**src/rtl/seep_pkg.sv**
```systemverilog
package seep_pkg;
  typedef enum logic [2:0] {
    ST_IDLE,
    ST_DEV,
    ST_WORD,
    ST_WDATA,
    ST_RDATA
  } seep_state_e;

  localparam int unsigned BYTE_W = 8;
endpackage

```
**src/rtl/seep_line_sync.sv**
```systemverilog
module seep_line_sync #(
  parameter int unsigned STAGES = 2
) (
  input  logic clk_i,
  input  logic rst_ni,
  input  logic scl_i,
  input  logic sda_i,
  output logic sda_o,
  output logic scl_rise_o,
  output logic scl_fall_o,
  output logic start_o,
  output logic stop_o
);
  logic [STAGES-1:0] scl_q, sda_q;
  logic scl_p, sda_p, scl_s;

  always_ff @(posedge clk_i or negedge rst_ni) begin
    if (!rst_ni) begin
      scl_q <= '1;
      sda_q <= '1;
      scl_p <= 1'b1;
      sda_p <= 1'b1;
    end else begin
      scl_q <= {scl_q[STAGES-2:0], scl_i};
      sda_q <= {sda_q[STAGES-2:0], sda_i};
      scl_p <= scl_q[STAGES-1];
      sda_p <= sda_q[STAGES-1];
    end
  end

  assign scl_s      = scl_q[STAGES-1];
  assign sda_o      = sda_q[STAGES-1];
  assign scl_rise_o = scl_s & ~scl_p;
  assign scl_fall_o = ~scl_s & scl_p;
  assign start_o    = scl_s & scl_p & sda_p & ~sda_o;
  assign stop_o     = scl_s & scl_p & ~sda_p & sda_o;
endmodule

```
**src/rtl/seep_page_buf.sv**
```systemverilog
module seep_page_buf #(
  parameter int unsigned PAGE_W = 5
) (
  input  logic                     clk_i,
  input  logic                     rst_ni,
  input  logic                     we_i,
  input  logic [PAGE_W-1:0]        widx_i,
  input  logic [7:0]               wdata_i,
  input  logic                     clr_i,
  input  logic [PAGE_W-1:0]        ridx_i,
  output logic [7:0]               rdata_o,
  output logic [(1<<PAGE_W)-1:0]   valid_o
);
  localparam int unsigned DEPTH = 1 << PAGE_W;

  logic [7:0]       data_q [DEPTH];
  logic [DEPTH-1:0] valid_q;

  always_ff @(posedge clk_i) begin
    if (we_i) data_q[widx_i] <= wdata_i;
  end

  always_ff @(posedge clk_i or negedge rst_ni) begin
    if (!rst_ni)    valid_q <= '0;
    else if (clr_i) valid_q <= '0;
    else if (we_i)  valid_q[widx_i] <= 1'b1;
  end

  assign rdata_o = data_q[ridx_i];
  assign valid_o = valid_q;
endmodule

```
**src/rtl/seep_wr_timer.sv**
```systemverilog
module seep_wr_timer #(
  parameter int unsigned WR_CYCLES = 256,
  parameter int unsigned PAGE_W    = 5
) (
  input  logic              clk_i,
  input  logic              rst_ni,
  input  logic              go_i,
  output logic              busy_o,
  output logic              commit_o,
  output logic              done_o,
  output logic [PAGE_W-1:0] idx_o
);
  localparam int unsigned CNT_W = $clog2(WR_CYCLES);
  localparam logic [CNT_W-1:0] LAST  = CNT_W'(WR_CYCLES - 1);
  localparam logic [CNT_W-1:0] PAGES = CNT_W'(1 << PAGE_W);

  logic [CNT_W-1:0] cnt_q;
  logic             busy_q;

  always_ff @(posedge clk_i or negedge rst_ni) begin
    if (!rst_ni) begin
      busy_q <= 1'b0;
      cnt_q  <= '0;
    end else if (!busy_q) begin
      if (go_i) begin
        busy_q <= 1'b1;
        cnt_q  <= '0;
      end
    end else if (cnt_q == LAST) begin
      busy_q <= 1'b0;
      cnt_q  <= '0;
    end else begin
      cnt_q <= cnt_q + 1'b1;
    end
  end

  assign busy_o   = busy_q;
  assign commit_o = busy_q && (cnt_q < PAGES);
  assign done_o   = busy_q && (cnt_q == LAST);
  assign idx_o    = cnt_q[PAGE_W-1:0];
endmodule

```
**src/rtl/serial_eeprom_slave.sv**
```systemverilog
module serial_eeprom_slave
  import seep_pkg::*;
#(
  parameter int unsigned ADDR_W      = 13,
  parameter int unsigned PAGE_W      = 5,
  parameter int unsigned WR_CYCLES   = 256,
  parameter int unsigned SYNC_STAGES = 2
) (
  input  logic              clk_i,
  input  logic              rst_ni,
  input  logic              scl_i,
  input  logic              sda_i,
  output logic              sda_lo_o,
  input  logic [1:0]        dev_sel_i,
  output logic [ADDR_W-1:0] mem_addr_o,
  output logic              mem_we_o,
  output logic [7:0]        mem_wdata_o,
  input  logic [7:0]        mem_rdata_i
);
  localparam int unsigned HI_W = ADDR_W - BYTE_W;

  logic sda_s, scl_rise, scl_fall, start_ev, stop_ev;
  logic busy, tmr_commit, tmr_done;
  logic [PAGE_W-1:0] tmr_idx;
  logic [(1<<PAGE_W)-1:0] pb_valid;
  logic pb_we, pb_clr, hdr_match;

  seep_state_e       st_q;
  logic [3:0]        bit_q;
  logic [7:0]        sh_q, tx_q;
  logic              sda_lo_q, rd_q;
  logic [HI_W-1:0]   hi_q;
  logic [ADDR_W-1:0] ptr_q, waddr_q;

  seep_line_sync #(.STAGES(SYNC_STAGES)) u_sync (
    .clk_i, .rst_ni, .scl_i, .sda_i,
    .sda_o(sda_s), .scl_rise_o(scl_rise), .scl_fall_o(scl_fall),
    .start_o(start_ev), .stop_o(stop_ev)
  );

  seep_wr_timer #(.WR_CYCLES(WR_CYCLES), .PAGE_W(PAGE_W)) u_tmr (
    .clk_i, .rst_ni,
    .go_i(stop_ev & ~busy & (|pb_valid)),
    .busy_o(busy), .commit_o(tmr_commit), .done_o(tmr_done), .idx_o(tmr_idx)
  );

  assign pb_we  = ~busy & ~start_ev & ~stop_ev & (st_q == ST_WDATA) & scl_fall & (bit_q == 4'd8);
  assign pb_clr = tmr_done | (start_ev & ~busy);

  seep_page_buf #(.PAGE_W(PAGE_W)) u_pbuf (
    .clk_i, .rst_ni,
    .we_i(pb_we), .widx_i(waddr_q[PAGE_W-1:0]), .wdata_i(sh_q),
    .clr_i(pb_clr), .ridx_i(tmr_idx), .rdata_o(mem_wdata_o), .valid_o(pb_valid)
  );

  // bit 7 compares inverted, bit 6 compares true
  assign hdr_match = (sh_q[7] == ~dev_sel_i[1]) && (sh_q[6] == dev_sel_i[0]);

  always_ff @(posedge clk_i or negedge rst_ni) begin
    if (!rst_ni) begin
      st_q     <= ST_IDLE;
      bit_q    <= '0;
      sh_q     <= '0;
      tx_q     <= '0;
      sda_lo_q <= 1'b0;
      rd_q     <= 1'b0;
      hi_q     <= '0;
      ptr_q    <= '0;
      waddr_q  <= '0;
    end else if (busy) begin
      st_q     <= ST_IDLE;
      bit_q    <= '0;
      sda_lo_q <= 1'b0;
    end else if (start_ev) begin
      st_q     <= ST_DEV;
      bit_q    <= '0;
      sda_lo_q <= 1'b0;
    end else if (stop_ev) begin
      st_q     <= ST_IDLE;
      bit_q    <= '0;
      sda_lo_q <= 1'b0;
    end else begin
      case (st_q)
        ST_DEV, ST_WORD, ST_WDATA: begin
          if (scl_rise) begin
            if (bit_q < 4'd8) begin
              sh_q  <= {sh_q[6:0], sda_s};
              bit_q <= bit_q + 1'b1;
            end else if (bit_q == 4'd8) begin
              bit_q <= 4'd9;
            end
          end else if (scl_fall) begin
            if (bit_q == 4'd8) begin
              case (st_q)
                ST_DEV: begin
                  if (hdr_match) begin
                    sda_lo_q <= 1'b1;
                    hi_q     <= sh_q[HI_W:1];
                    rd_q     <= sh_q[0];
                  end else begin
                    st_q  <= ST_IDLE;
                    bit_q <= '0;
                  end
                end
                ST_WORD: begin
                  sda_lo_q <= 1'b1;
                  ptr_q    <= {hi_q, sh_q};
                  waddr_q  <= {hi_q, sh_q};
                end
                default: begin
                  sda_lo_q <= 1'b1;
                  ptr_q    <= waddr_q;
                  waddr_q  <= {waddr_q[ADDR_W-1:PAGE_W], waddr_q[PAGE_W-1:0] + PAGE_W'(1)};
                end
              endcase
            end else if (bit_q == 4'd9) begin
              sda_lo_q <= 1'b0;
              bit_q    <= '0;
              if (st_q == ST_DEV) begin
                if (rd_q) begin
                  st_q     <= ST_RDATA;
                  tx_q     <= mem_rdata_i;
                  sda_lo_q <= ~mem_rdata_i[7];
                  ptr_q    <= ptr_q + 1'b1;
                end else begin
                  st_q <= ST_WORD;
                end
              end else if (st_q == ST_WORD) begin
                st_q <= ST_WDATA;
              end
            end
          end
        end
        ST_RDATA: begin
          if (scl_rise) begin
            if (bit_q < 4'd8) begin
              bit_q <= bit_q + 1'b1;
            end else if (bit_q == 4'd8) begin
              if (!sda_s) begin
                bit_q <= 4'd9;
              end else begin
                st_q  <= ST_IDLE;
                bit_q <= '0;
              end
            end
          end else if (scl_fall) begin
            if (bit_q == 4'd9) begin
              tx_q     <= mem_rdata_i;
              sda_lo_q <= ~mem_rdata_i[7];
              ptr_q    <= ptr_q + 1'b1;
              bit_q    <= '0;
            end else if (bit_q == 4'd8) begin
              sda_lo_q <= 1'b0;
            end else if (bit_q != 4'd0) begin
              tx_q     <= {tx_q[6:0], 1'b0};
              sda_lo_q <= ~tx_q[6];
            end
          end
        end
        default: ;
      endcase
    end
  end

  assign sda_lo_o   = sda_lo_q;
  assign mem_we_o   = tmr_commit & pb_valid[tmr_idx];
  assign mem_addr_o = busy ? {waddr_q[ADDR_W-1:PAGE_W], tmr_idx} : ptr_q;
endmodule

```
**config.mk**
```make
export PLATFORM = sky130hd
export DESIGN_NAME = serial_eeprom_slave
export DESIGN_NICKNAME = d
export VERILOG_FILES = /design/src/rtl/seep_pkg.sv /design/src/rtl/seep_line_sync.sv /design/src/rtl/seep_page_buf.sv /design/src/rtl/seep_wr_timer.sv /design/src/rtl/serial_eeprom_slave.sv
export SDC_FILE = /design/constraint.sdc
export NUM_CORES = 1
export LEC_CHECK = 0
export ABC_AREA = 1
export BUFFER_PORTS_ARGS = -buffer_cell sky130_fd_sc_hd__buf_2
export CORE_ASPECT_RATIO = 0.75
export CORE_MARGIN = 2
export CORE_UTILIZATION = 25
export CTS_BUF_LIST = sky130_fd_sc_hd__clkbuf_4
export CTS_CLUSTER_DIAMETER = 100
export DETAILED_ROUTE_END_ITERATION = 7
export GPL_ROUTABILITY_DRIVEN = 0
export PLACE_DENSITY_LB_ADDON = 0.08
export REMOVE_ABC_BUFFERS = 1
export SYNTH_ARGS = -nofsm -noshare
export SYNTH_HDL_FRONTEND = slang
export SYNTH_SLANG_ARGS = --single-unit
```
**constraint.sdc**
```tcl
create_clock -name clk_i -period 2.15 [get_ports clk_i]
set_input_delay 0.43 -clock clk_i [delete_from_list [all_inputs] [get_ports clk_i]]
set_output_delay 0.43 -clock clk_i [all_outputs]
set_load 0.01 [all_outputs]
```
* Word-level counts from Yosys, hierarchy flattened
Memories as Yosys holds them, arrays and structs flattened. Cells that the tools add are included.
Cells by class: mux-type cells 90, equal/unequal tests 44, reductions and logical operators 20, magnitude comparators 5, $add $sub $neg 4, shifts and indexed selects 0, bitwise logic cells 30, multipliers 0, divide/modulo/power cells 0
Operator list (number):
- $mux 13 | 10
- $pmux 13 s2 | 3
- $mux 7 | 11
- $mux 32 | 2
- $mux 4 | 16
- $mux 3 | 16
- $ne 7x6->1 const B | 6
- $ne 6x5->1 const B | 6
- $ne 5x4->1 const B | 7
- $or 32x32->32 | 1
- $reduce_or 32->1 | 1
- $mux 8 | 3
- $mux 1 | 23
- $ne 2x2->1 const B | 9
- $ne 3x3->1 const B | 6
- $reduce_and 9->1 | 2
- $and 1x1->1 | 16
- $reduce_and 8->1 | 2
- $pmux 7 s2 | 1
- $reduce_and 14->1 | 1
- $add 13x1->13 const B | 1
- $reduce_and 13->1 | 1
- $lt 5x6->1 const B | 2
- $not 1->1 | 12
- 27 further kinds | 35
Storage, ports and cells: memory bits (read-only) 0, memories kept 1, memory bits (writable) 256, output and inout bits 23, bits of input ports 14, register bits 102, bits in latches 0
Memories:
- u_pbuf.data_q | depth 32, bits a word 8, read ports 1, clocked after memory_dff 0, write ports 1, RTL line seep_page_buf.sv:16 | logic [7:0] data_q [DEPTH];

* Depth between registers and ports, before layout
Gate-level depths: netlist (run 1).
depth in word-level cells 12, depth in mapped cells 12

* Cells and area by module
Synthesis (run 1) repeated with hierarchy kept, for this count alone.
Unflattened totals: cells, all modules 1710, area total of the unflattened synthesis 16380.7 um^2
Modules (own cells, without submodules):
- seep_page_buf | sequential area each 8488.1 um^2, cells each 1033, instances 1, area each 11698.7 um^2
- serial_eeprom_slave | sequential area each 1376.3 um^2, cells each 585, instances 1, area each 3921.3 um^2
- seep_wr_timer | sequential area each 225.2 um^2, cells each 75, instances 1, area each 561.8 um^2
- seep_line_sync | sequential area each 157.7 um^2, cells each 17, instances 1, area each 198.9 um^2

* Worst setup path after synthesis (run 1)
Ideal clock, no wire load.
path kind register to register, start point register u_sync.scl_p, end point memory u_pbuf.data_q[15][0], enable pin, path slack -0.192 ns, required time 1.767 ns, period minus slack after synthesis 2.342 ns, stages on the path, launching flop included 7, buffers on the path 0, data arrival time 1.959 ns, cell sequence dfstp_2 -> ha_1 -> inv_1 -> nor4_4 -> and2_1 -> nand2_1 -> nor3_1
On the way: word-level cells in the longest chain between the ends 11, elaborated cells between the ends (all ways) 15
RTL lines:
- start: declaration | RTL line seep_line_sync.sv:15 | logic scl_p, sda_p, scl_s;
- start signal: assignment | RTL line seep_line_sync.sv:26 | scl_p <= scl_q[STAGES-1];
- $and 1x1->1 | RTL line seep_line_sync.sv:35, seep_line_sync.sv:36
- $and 1x1->1 (2 in series) | RTL line seep_line_sync.sv:35 | assign start_o = scl_s & scl_p & sda_p & ~sda_o;
- $not 1->1 (no line)
- $and 1x1->1 (3 in series) | RTL line serial_eeprom_slave.sv:47 | assign pb_we = ~busy & ~start_ev & ~stop_ev & (st_q == ST_WDATA) & scl_fall & (bit_q == 4'd8);
- $and 1x1->1 (*) (2 in series) | RTL line serial_eeprom_slave.sv:47
- $mux 1 (*) | RTL line seep_page_buf.sv:20 | if (we_i) data_q[widx_i] <= wdata_i;
- $mux 1 (implied by the code) (*) | RTL line seep_page_buf.sv:20
- end: declaration | RTL line seep_page_buf.sv:16
Every way passes the cells marked *; elsewhere a longest branch is shown, timed or not.

* Worst setup path in the final report (run 1)
start point register u_tmr.cnt_q[0], end point output port mem_wdata_o[4]
On the way: word-level cells in the longest chain between the ends 1
RTL lines:
- start: declaration | RTL line seep_wr_timer.sv:17 | logic [CNT_W-1:0] cnt_q;
- start signal: assignment | RTL line seep_wr_timer.sv:33 | cnt_q <= cnt_q + 1'b1;
- $mem_v2 32x8
- end: declaration | RTL line serial_eeprom_slave.sv:17 | output logic [7:0] mem_wdata_o,
No other way between the ends.

==> results of run 1 <==
## synth_stat cells, drive strengths merged
library cell,instances,area [µm²]
nand3b,1,20.0
nand4,49,307
nor4,2,27.5
nand3,92,490
and2,1,6.26
nor3,16,95.1
clkbuf,36,135
or2,10,62.6
dfrtp,96,2400
xor2,5,43.8
nor2,256,1010
o31ai,1,7.51
buf,51,270
ha,12,150
o21ai,227,1190
o211ai,46,345
o21bai,1,7.51
and3,2,12.5
edfxtp,256,7690
o2111ai,1,8.76
xnor2,2,17.5
dfstp,6,158
clkinv,1,3.75
mux2i,6,60.1
a21oi,64,320
nand2,283,1090
inv,150,566
## through the flow
stage | setup WS (ns) | TNS [ns] | total power, W | std cells | hold WS [ns]
2_1_floorplan | -4.00 | -215.11 | 0.0107 | 1586 | 0.134
4_1_cts | -1.18 | -14.93 | 0.0200 | 2883 | 0.116
6_report | -1.07 | -12.51 | 0.0200 | 2899 | 0.231
3_5_place_dp | -0.345 | -8.19 | 0.0130 | 2666 | 0.355
5_1_grt | -1.27 | -19.86 | 0.0212 | 2899 | 0.131
3_3_place_gp | -0.361 | -7.94 | 0.0130 | 2666 | 0.349
## flip-flops by register name, summed over array words and instances (netlist names)
name / cells
bit_q: 4
hi_q: 5
ptr_q: 13
rd_q: 1
sda_lo_o: 1
sh_q: 8
st_q: 3
tx_q: 7
u_pbuf.data_q: 256
u_pbuf.valid_o: 32
u_sync.scl_p: 1
u_sync.scl_q: 2
u_sync.sda_p: 1
u_sync.sda_q: 2
u_tmr.busy_o: 1
u_tmr.cnt_q: 8
waddr_q: 13
## routing by layer
layer  wire length [µm]  share of wire (%)  track usage [%]
met3               3240                5.5             3.83
met2              24000                 41             24.3
met1              30500                 52             26.5
met4               1030                1.8             4.41
met5                  0                  0                0
## layout make-up
cell class                 count  share of cell area (%)
sequential                   358                    46.4
multi-input combinational   1078                    26.3
timing repair buffer         259                    13.9
clock buffer                 150                    5.09
tap                          871                    4.93
inverter                     151                    2.69
clock inverter                26                   0.690
antenna                        5                  0.0566
timing repair inverter         1                  0.0226
## worst max-delay path, delay by kind of cell (launching register included)
family / cells / cell delay, ns
flip-flops: 1 / 0.58
AO/OA/AOI/OAI: 2 / 0.57
AND/OR/NAND/NOR: 5 / 0.42
buffers and inverters: 3 / 0.33
## power groups by stage
stage | Sequential (W) | Combinational, W | Clock [W]
after global routing | 0.00845 | 0.00570 | 0.00703
final | 0.00842 | 0.00521 | 0.00641
after global placement | 0.00854 | 0.00442 | 0
after floorplan | 0.00895 | 0.00171 | 0
after CTS | 0.00842 | 0.00494 | 0.00668
after detailed placement | 0.00854 | 0.00442 | 0
## path summary, 6_finish.rpt
kind | from | endpoint | slack (ns) | cells past startpoint
max | u_tmr.cnt_q[0] | mem_wdata_o[4] | -1.07 | 10
min reg2reg | u_sync.sda_q[0] | u_sync.sda_q[1] | 0.36 | 0
min in group asynchronous | rst_ni | st_q[2] | 0.61 | 3
max in group asynchronous | rst_ni | ptr_q[7] | 0.42 | 4
min | dev_sel_i[0] | hi_q[3] | 0.23 | 7
max reg2reg | u_sync.scl_p | u_pbuf.data_q[15][6] | 0.01 | 8
## cell families after synthesis
group / share of synthesized area, %
flops: 62.1
compound gates: 11.4
xor+xnor: 0.372
simple gates: 19.0
mux: 0.364
buf+inv: 5.91
fa+ha+maj: 0.910
## repair_timing
item                                   CTS  global route
buffers inserted                        20             7
endpoints found under the hold margin  106             0
gates resized for setup                211           110
pin swaps                               52            42
setup endpoints to repair              211           292
cloned                                   9             7
hold buffers                            13             0
==> impl_metrics.json, run 1 <==
{
  "drv_slew": 0,
  "grt_usage_pct": 17.3,
  "setup_viol": 22,
  "cp_common_cell": "nand2_4",
  "htree_levels": 3,
  "die_h_um": 226,
  "yosysUniqueCellTypes": 43,
  "start_util_pct": 25.3,
  "pwr_density_cell_mw_per_mm2": 906,
  "maxCapViolCount": 0,
  "path_max_fanout": 9,
  "yosys_warnings": 0,
  "cts_tree": "yes",
  "grt_overflow_total": 0,
  "skew_ns": 0.0721,
  "status": "finished, violations left",
  "die_w_um": 301,
  "p_leak_nw": 8.98,
  "drt_first_pass_iters": 6,
  "clockPowerShare_pct": 32.0,
  "drive_gt1_share_pct": 30.1,
  "post-route-period-util_pct": 150,
  "drt_iter0_drc": 955,
  "num_io_pins": 37,
  "fin_area_mm2": 0.0221,
  "fp-row-count": 81,
  "slowest_stage": "dfrtp_4",
  "hpwl_um": 38200,
  "clk_latency_ns": 0.88,
  "mostFrequentLayoutCell": "edfxtp_1",
  "cts_sinks": 358,
  "grt_pass1_vias": 13200,
  "die_area_mm2": 0.0681,
  "nFillCells": 6736,
  "multi_input_area_mm2": 0.00581,
  "cts_buffers": 102,
  "p_int_w": 0.0133,
  "syn_area_mm2": 0.0165,
  "cp_cell_sequence": "buf_12 -> o21ai_0 -> o21ai_1 -> nand2_1 -> nand2_2 -> nor2_4 -> nand2_4 -> nand2_4 -> inv_2 -> buf_6",
  "finalWorstSetupSlack_ns": -1.07,
  "final_cell_mix": "256 x edfxtp_1, 243 x nand2_1, 219 x nor2_1",
  "timing.fmax_mhz": 310,
  "yosysSeqAreaShare_pct": 62.1,
  "p_sw_w": 0.00672,
  "swShare_pct": 33.5,
  "path_class": "flip-flop to output port",
  "final_hold_viol_count": 0,
  "seqPwrFrac_pct": 42.0,
  "ctsRootBufferMaster": "clkbuf_4",
  "end_kind": "output port",
  "post-route-util_pct": 33.9,
  "path_clk_slew_ns": 0.06,
  "grt_pass1_wl_um": 86500,
  "placed_cell_area_mm2": 0.0193,
  "min_path_type": "input pin to flip-flop",
  "violations": "negative setup slack",
  "routedWlPerCell_um": 20.3,
  "crit_arrival_ns": 2.79,
  "timing.slew.headroom_pct": 35.2,
  "clock_path_buffers": 3,
  "tightestPinTransition_ns": 0.965,
  "period_minus_slack_ns": 3.22,
  "regArea_mm2": 0.0103,
  "peakVddDrop_mv": 0.341,
  "rsz0062_at_grt": "yes",
  "vias": 13200,
  "grt_max_degree": 40,
  "via_per_inst": 4.54,
  "netlist_instances": 1673,
  "antenna_found_initial": 3,
  "area_growth_pct": 34.0,
  "layout.nets": 1977,
  "port_buffers": 36,
  "coreArea_mm2": 0.0653,
  "cp-start-kind": "flip-flop",
  "max_stage_delay_ns": 0.58,
  "avgSynthCellArea_um2": 9.86,
  "drc_errors": 0,
  "worstPathRequired_ns": 1.72,
  "ys_seq_elements": 358,
  "power_frac_comb_pct": 26.0,
  "ant_nets": 0,
  "wl_um": 58700
}
(Power assumes the default switching activity.)
==> inputs of run 2 (changes only) <==
ABC_AREA = unset   (was 1)
==> impl_metrics.json, run 2 <==
{
  "ys_top_cells_by_area": "edfxtp_1 48%, dfrtp_1 15%, mux4_2 5.7%",
  "maxCapViolCount": 0,
  "finalHoldWorstSlack_ns": 0.111,
  "crit_arrival_ns": 2.82,
  "timing.rr.start": "u_sync.scl_q[1]",
  "cp_common_cell": "buf_12",
  "start_util_pct": 25.1,
  "die_w_um": 295,
  "ant_nets": 0,
  "fp-row-count": 80,
  "synth.top_cell.area_share_pct": 48.3,
  "clk_latency_ns": 0.88,
  "synth_edf_count": 256,
  "min_path_type": "input pin to asynchronous set/reset pin",
  "peakVddDrop_mv": 0.328,
  "netlist_instances": 1107,
  "via_per_inst": 4.49,
  "yosysSeqAreaShare_pct": 64.4,
  "ys_seq_elements": 358,
  "ys.flop_type": "edfxtp_1",
  "violations": "negative setup slack",
  "rsz0062_at_grt": "yes",
  "cp_cell_sequence": "buf_12 -> buf_16 -> buf_12 -> buf_6 -> mux4_2 -> mux2i_2 -> o221ai_2 -> buf_2",
  "yosysUniqueCellTypes": 78,
  "wl_um": 48500,
  "final_hold_viol_count": 0,
  "finalWorstSetupSlack_ns": -1.10,
  "yosysMostFrequentCell": "edfxtp_1",
  "crit_start": "u_tmr.cnt_q[0]",
  "path_buf_inv": 5,
  "rr_worst_depth": 8,
  "clock_path_buffers": 3,
  "final_cell_mix": "256 x edfxtp_1, 145 x clkbuf_4, 127 x buf_4",
  "grt_overflow_total": 0,
  "tightestPinTransition_ns": 0.809,
  "htree_levels": 3,
  "worstPathRequired_ns": 1.72,
  "drt_iter0_drc": 606,
  "die_area_mm2": 0.0657,
  "grt_max_degree": 103,
  "yosys.area.top_type": "edfxtp_1",
  "grt_pass1_vias": 10800,
  "endpoint": "mem_wdata_o[3]",
  "synthArstFlopShare_pct": 28.5,
  "yosys_warnings": 0,
  "power.total_w": 0.0243,
  "ctsRootBufferMaster": "clkbuf_4",
  "cts_buffers": 100,
  "r2r_slack_ns": 0.08,
  "setup_viol": 22,
  "syn_area_mm2": 0.0159,
  "routedWlPerCell_um": 20.8,
  "mostFrequentLayoutCell": "edfxtp_1",
  "pwr_density_cell_mw_per_mm2": 1160,
  "largest_register_ffs": 256,
  "path_class": "flip-flop to output port",
  "timing.fmax_mhz": 308,
  "max_stage_delay_ns": 0.51,
  "drive_gt1_share_pct": 39.7,
  "drt_first_pass_iters": 5,
  "area_growth_pct": 31.5,
  "avgSynthCellArea_um2": 14.4,
  "cp_top_family": "buffers and inverters",
  "path_clk_slew_ns": 0.06,
  "status": "finished, violations left",
  "cts_tree": "yes",
  "skew_ns": 0.0722,
  "path_max_fanout": 8,
  "timing.slew.headroom_pct": 46.1,
  "end_kind": "output port",
  "drc_errors": 0,
  "regMostFlops": "u_pbuf.data_q",
  "grt_pass1_wl_um": 71800,
  "cts_sinks": 358,
  "antenna_found_initial": 2,
  "coreArea_mm2": 0.0633,
  "cp.depth": 8,
  "grt_usage_pct": 14.9,
  "port_buffers": 36,
  "post-route-period-util_pct": 151,
  "layout.nets": 1412,
  "period_minus_slack_ns": 3.25,
  "reg2reg_to": "st_q[2]",
  "vias": 10500,
  "die_h_um": 222,
  "hpwl_um": 30700,
  "num_io_pins": 37,
  "slowest_stage": "dfrtp_4",
  "drv_slew": 0,
  "p_leak_nw": 7.80,
  "ys_top_cells_by_count": "256 x edfxtp_1, 101 x nor2_1, 96 x dfrtp_1, 85 x mux2i_1, 68 x nand2_1",
  "cp-start-kind": "flip-flop"
}
-- run 2: cell types whose count changed after synthesis, moves of 13 or more --
cell	change
nand2_1	-210
o21ai_0	-179
nor2_1	-146
inv_1	-125
mux2i_1	+79
nand3_1	-67
nand4_1	-42
o211ai_1	-42
mux4_2	+40
mux2_2	+39
a31oi_1	+21
a22o_1	+17
clkbuf_1	-13
-- run 2: worst min path at each step --
stage                      end  slack, ns  cells past startpoint       startpoint
6_report              bit_q[0]       0.11                      3           rst_ni
5_1_grt               bit_q[1]       0.09                      3           rst_ni
4_1_cts               bit_q[1]       0.11                      3           rst_ni
3_5_place_dp   u_sync.sda_q[1]       0.35                      0  u_sync.sda_q[0]
3_3_place_gp   u_sync.sda_q[1]       0.35                      0  u_sync.sda_q[0]
2_1_floorplan         bit_q[0]       0.13                      0           rst_ni
-- run 2: timing repair --
action                                  CTS  global route
resized for setup                        88            90
endpoints found under the setup margin  319           271
pin swaps                                 7            15
gates cloned                              2             4
hold endpoints to repair                109             0
hold buffers                             11             0
buffers inserted                          7            16
-- run 2: tightest hold or removal path, delay by kind of cell --
kind,cells,cell delay (ns)
buf+inv,3,1.01
-- run 2: per-stage QoR --
stage	util, %	cells	TNS (ns)	instance area [µm²]	setup WS (ns)
after floorplan	-	1041	-282.69	15500	-3.42
after global placement	29.1	2108	-18.11	18400	-0.424
after detailed placement	29.1	2108	-13.89	18400	-0.390
after CTS	32.1	2310	-15.08	20300	-1.21
after global routing	33.1	2333	-16.10	20900	-1.27
final	33.1	2333	-12.80	20900	-1.10
-- run 2: layout make-up --
| cell class | instances | area [µm²] |
|---|---|---|
| Fill cell | 6395 | 42300 |
| Sequential cell | 358 | 10300 |
| Multi-Input combinational cell | 670 | 5740 |
| Timing Repair Buffer | 243 | 2470 |
| Clock buffer | 145 | 1090 |
| Tap cell | 861 | 1080 |
| Clock inverter | 38 | 220 |
| Inverter | 13 | 48.8 |
| Antenna cell | 5 | 12.5 |
-- run 2: cell families after synthesis --
kind of cell    count (synthesis)  synth area share, %
compound gates                195                 8.19
xor+xnor                        8                0.488
fa+ha+maj                      12                0.944
buf+inv                        79                 2.55
flops                         358                 64.4
mux                           175                 14.8
simple gates                  280                 8.64
-- run 2: metal layers --
layer / global-route usage, % / vias to the layer above / share of wire [%]
li1: - / 4884 / -
met1: 22.5 / 5312 / 51
met2: 21.2 / 210 / 42
met3: 3.33 / 73 / 4.3
met4: 4.01 / 0 / 1.8
met5: 0 / - / 0
-- run 2: power breakdown --
part / leakage [nW] / internal [W] / switching [W]
Clock: 0.771 / 0.00335 / 0.00306
Combinational: 3.37 / 0.00427 / 0.00496
Sequential: 3.66 / 0.00818 / 0.000486
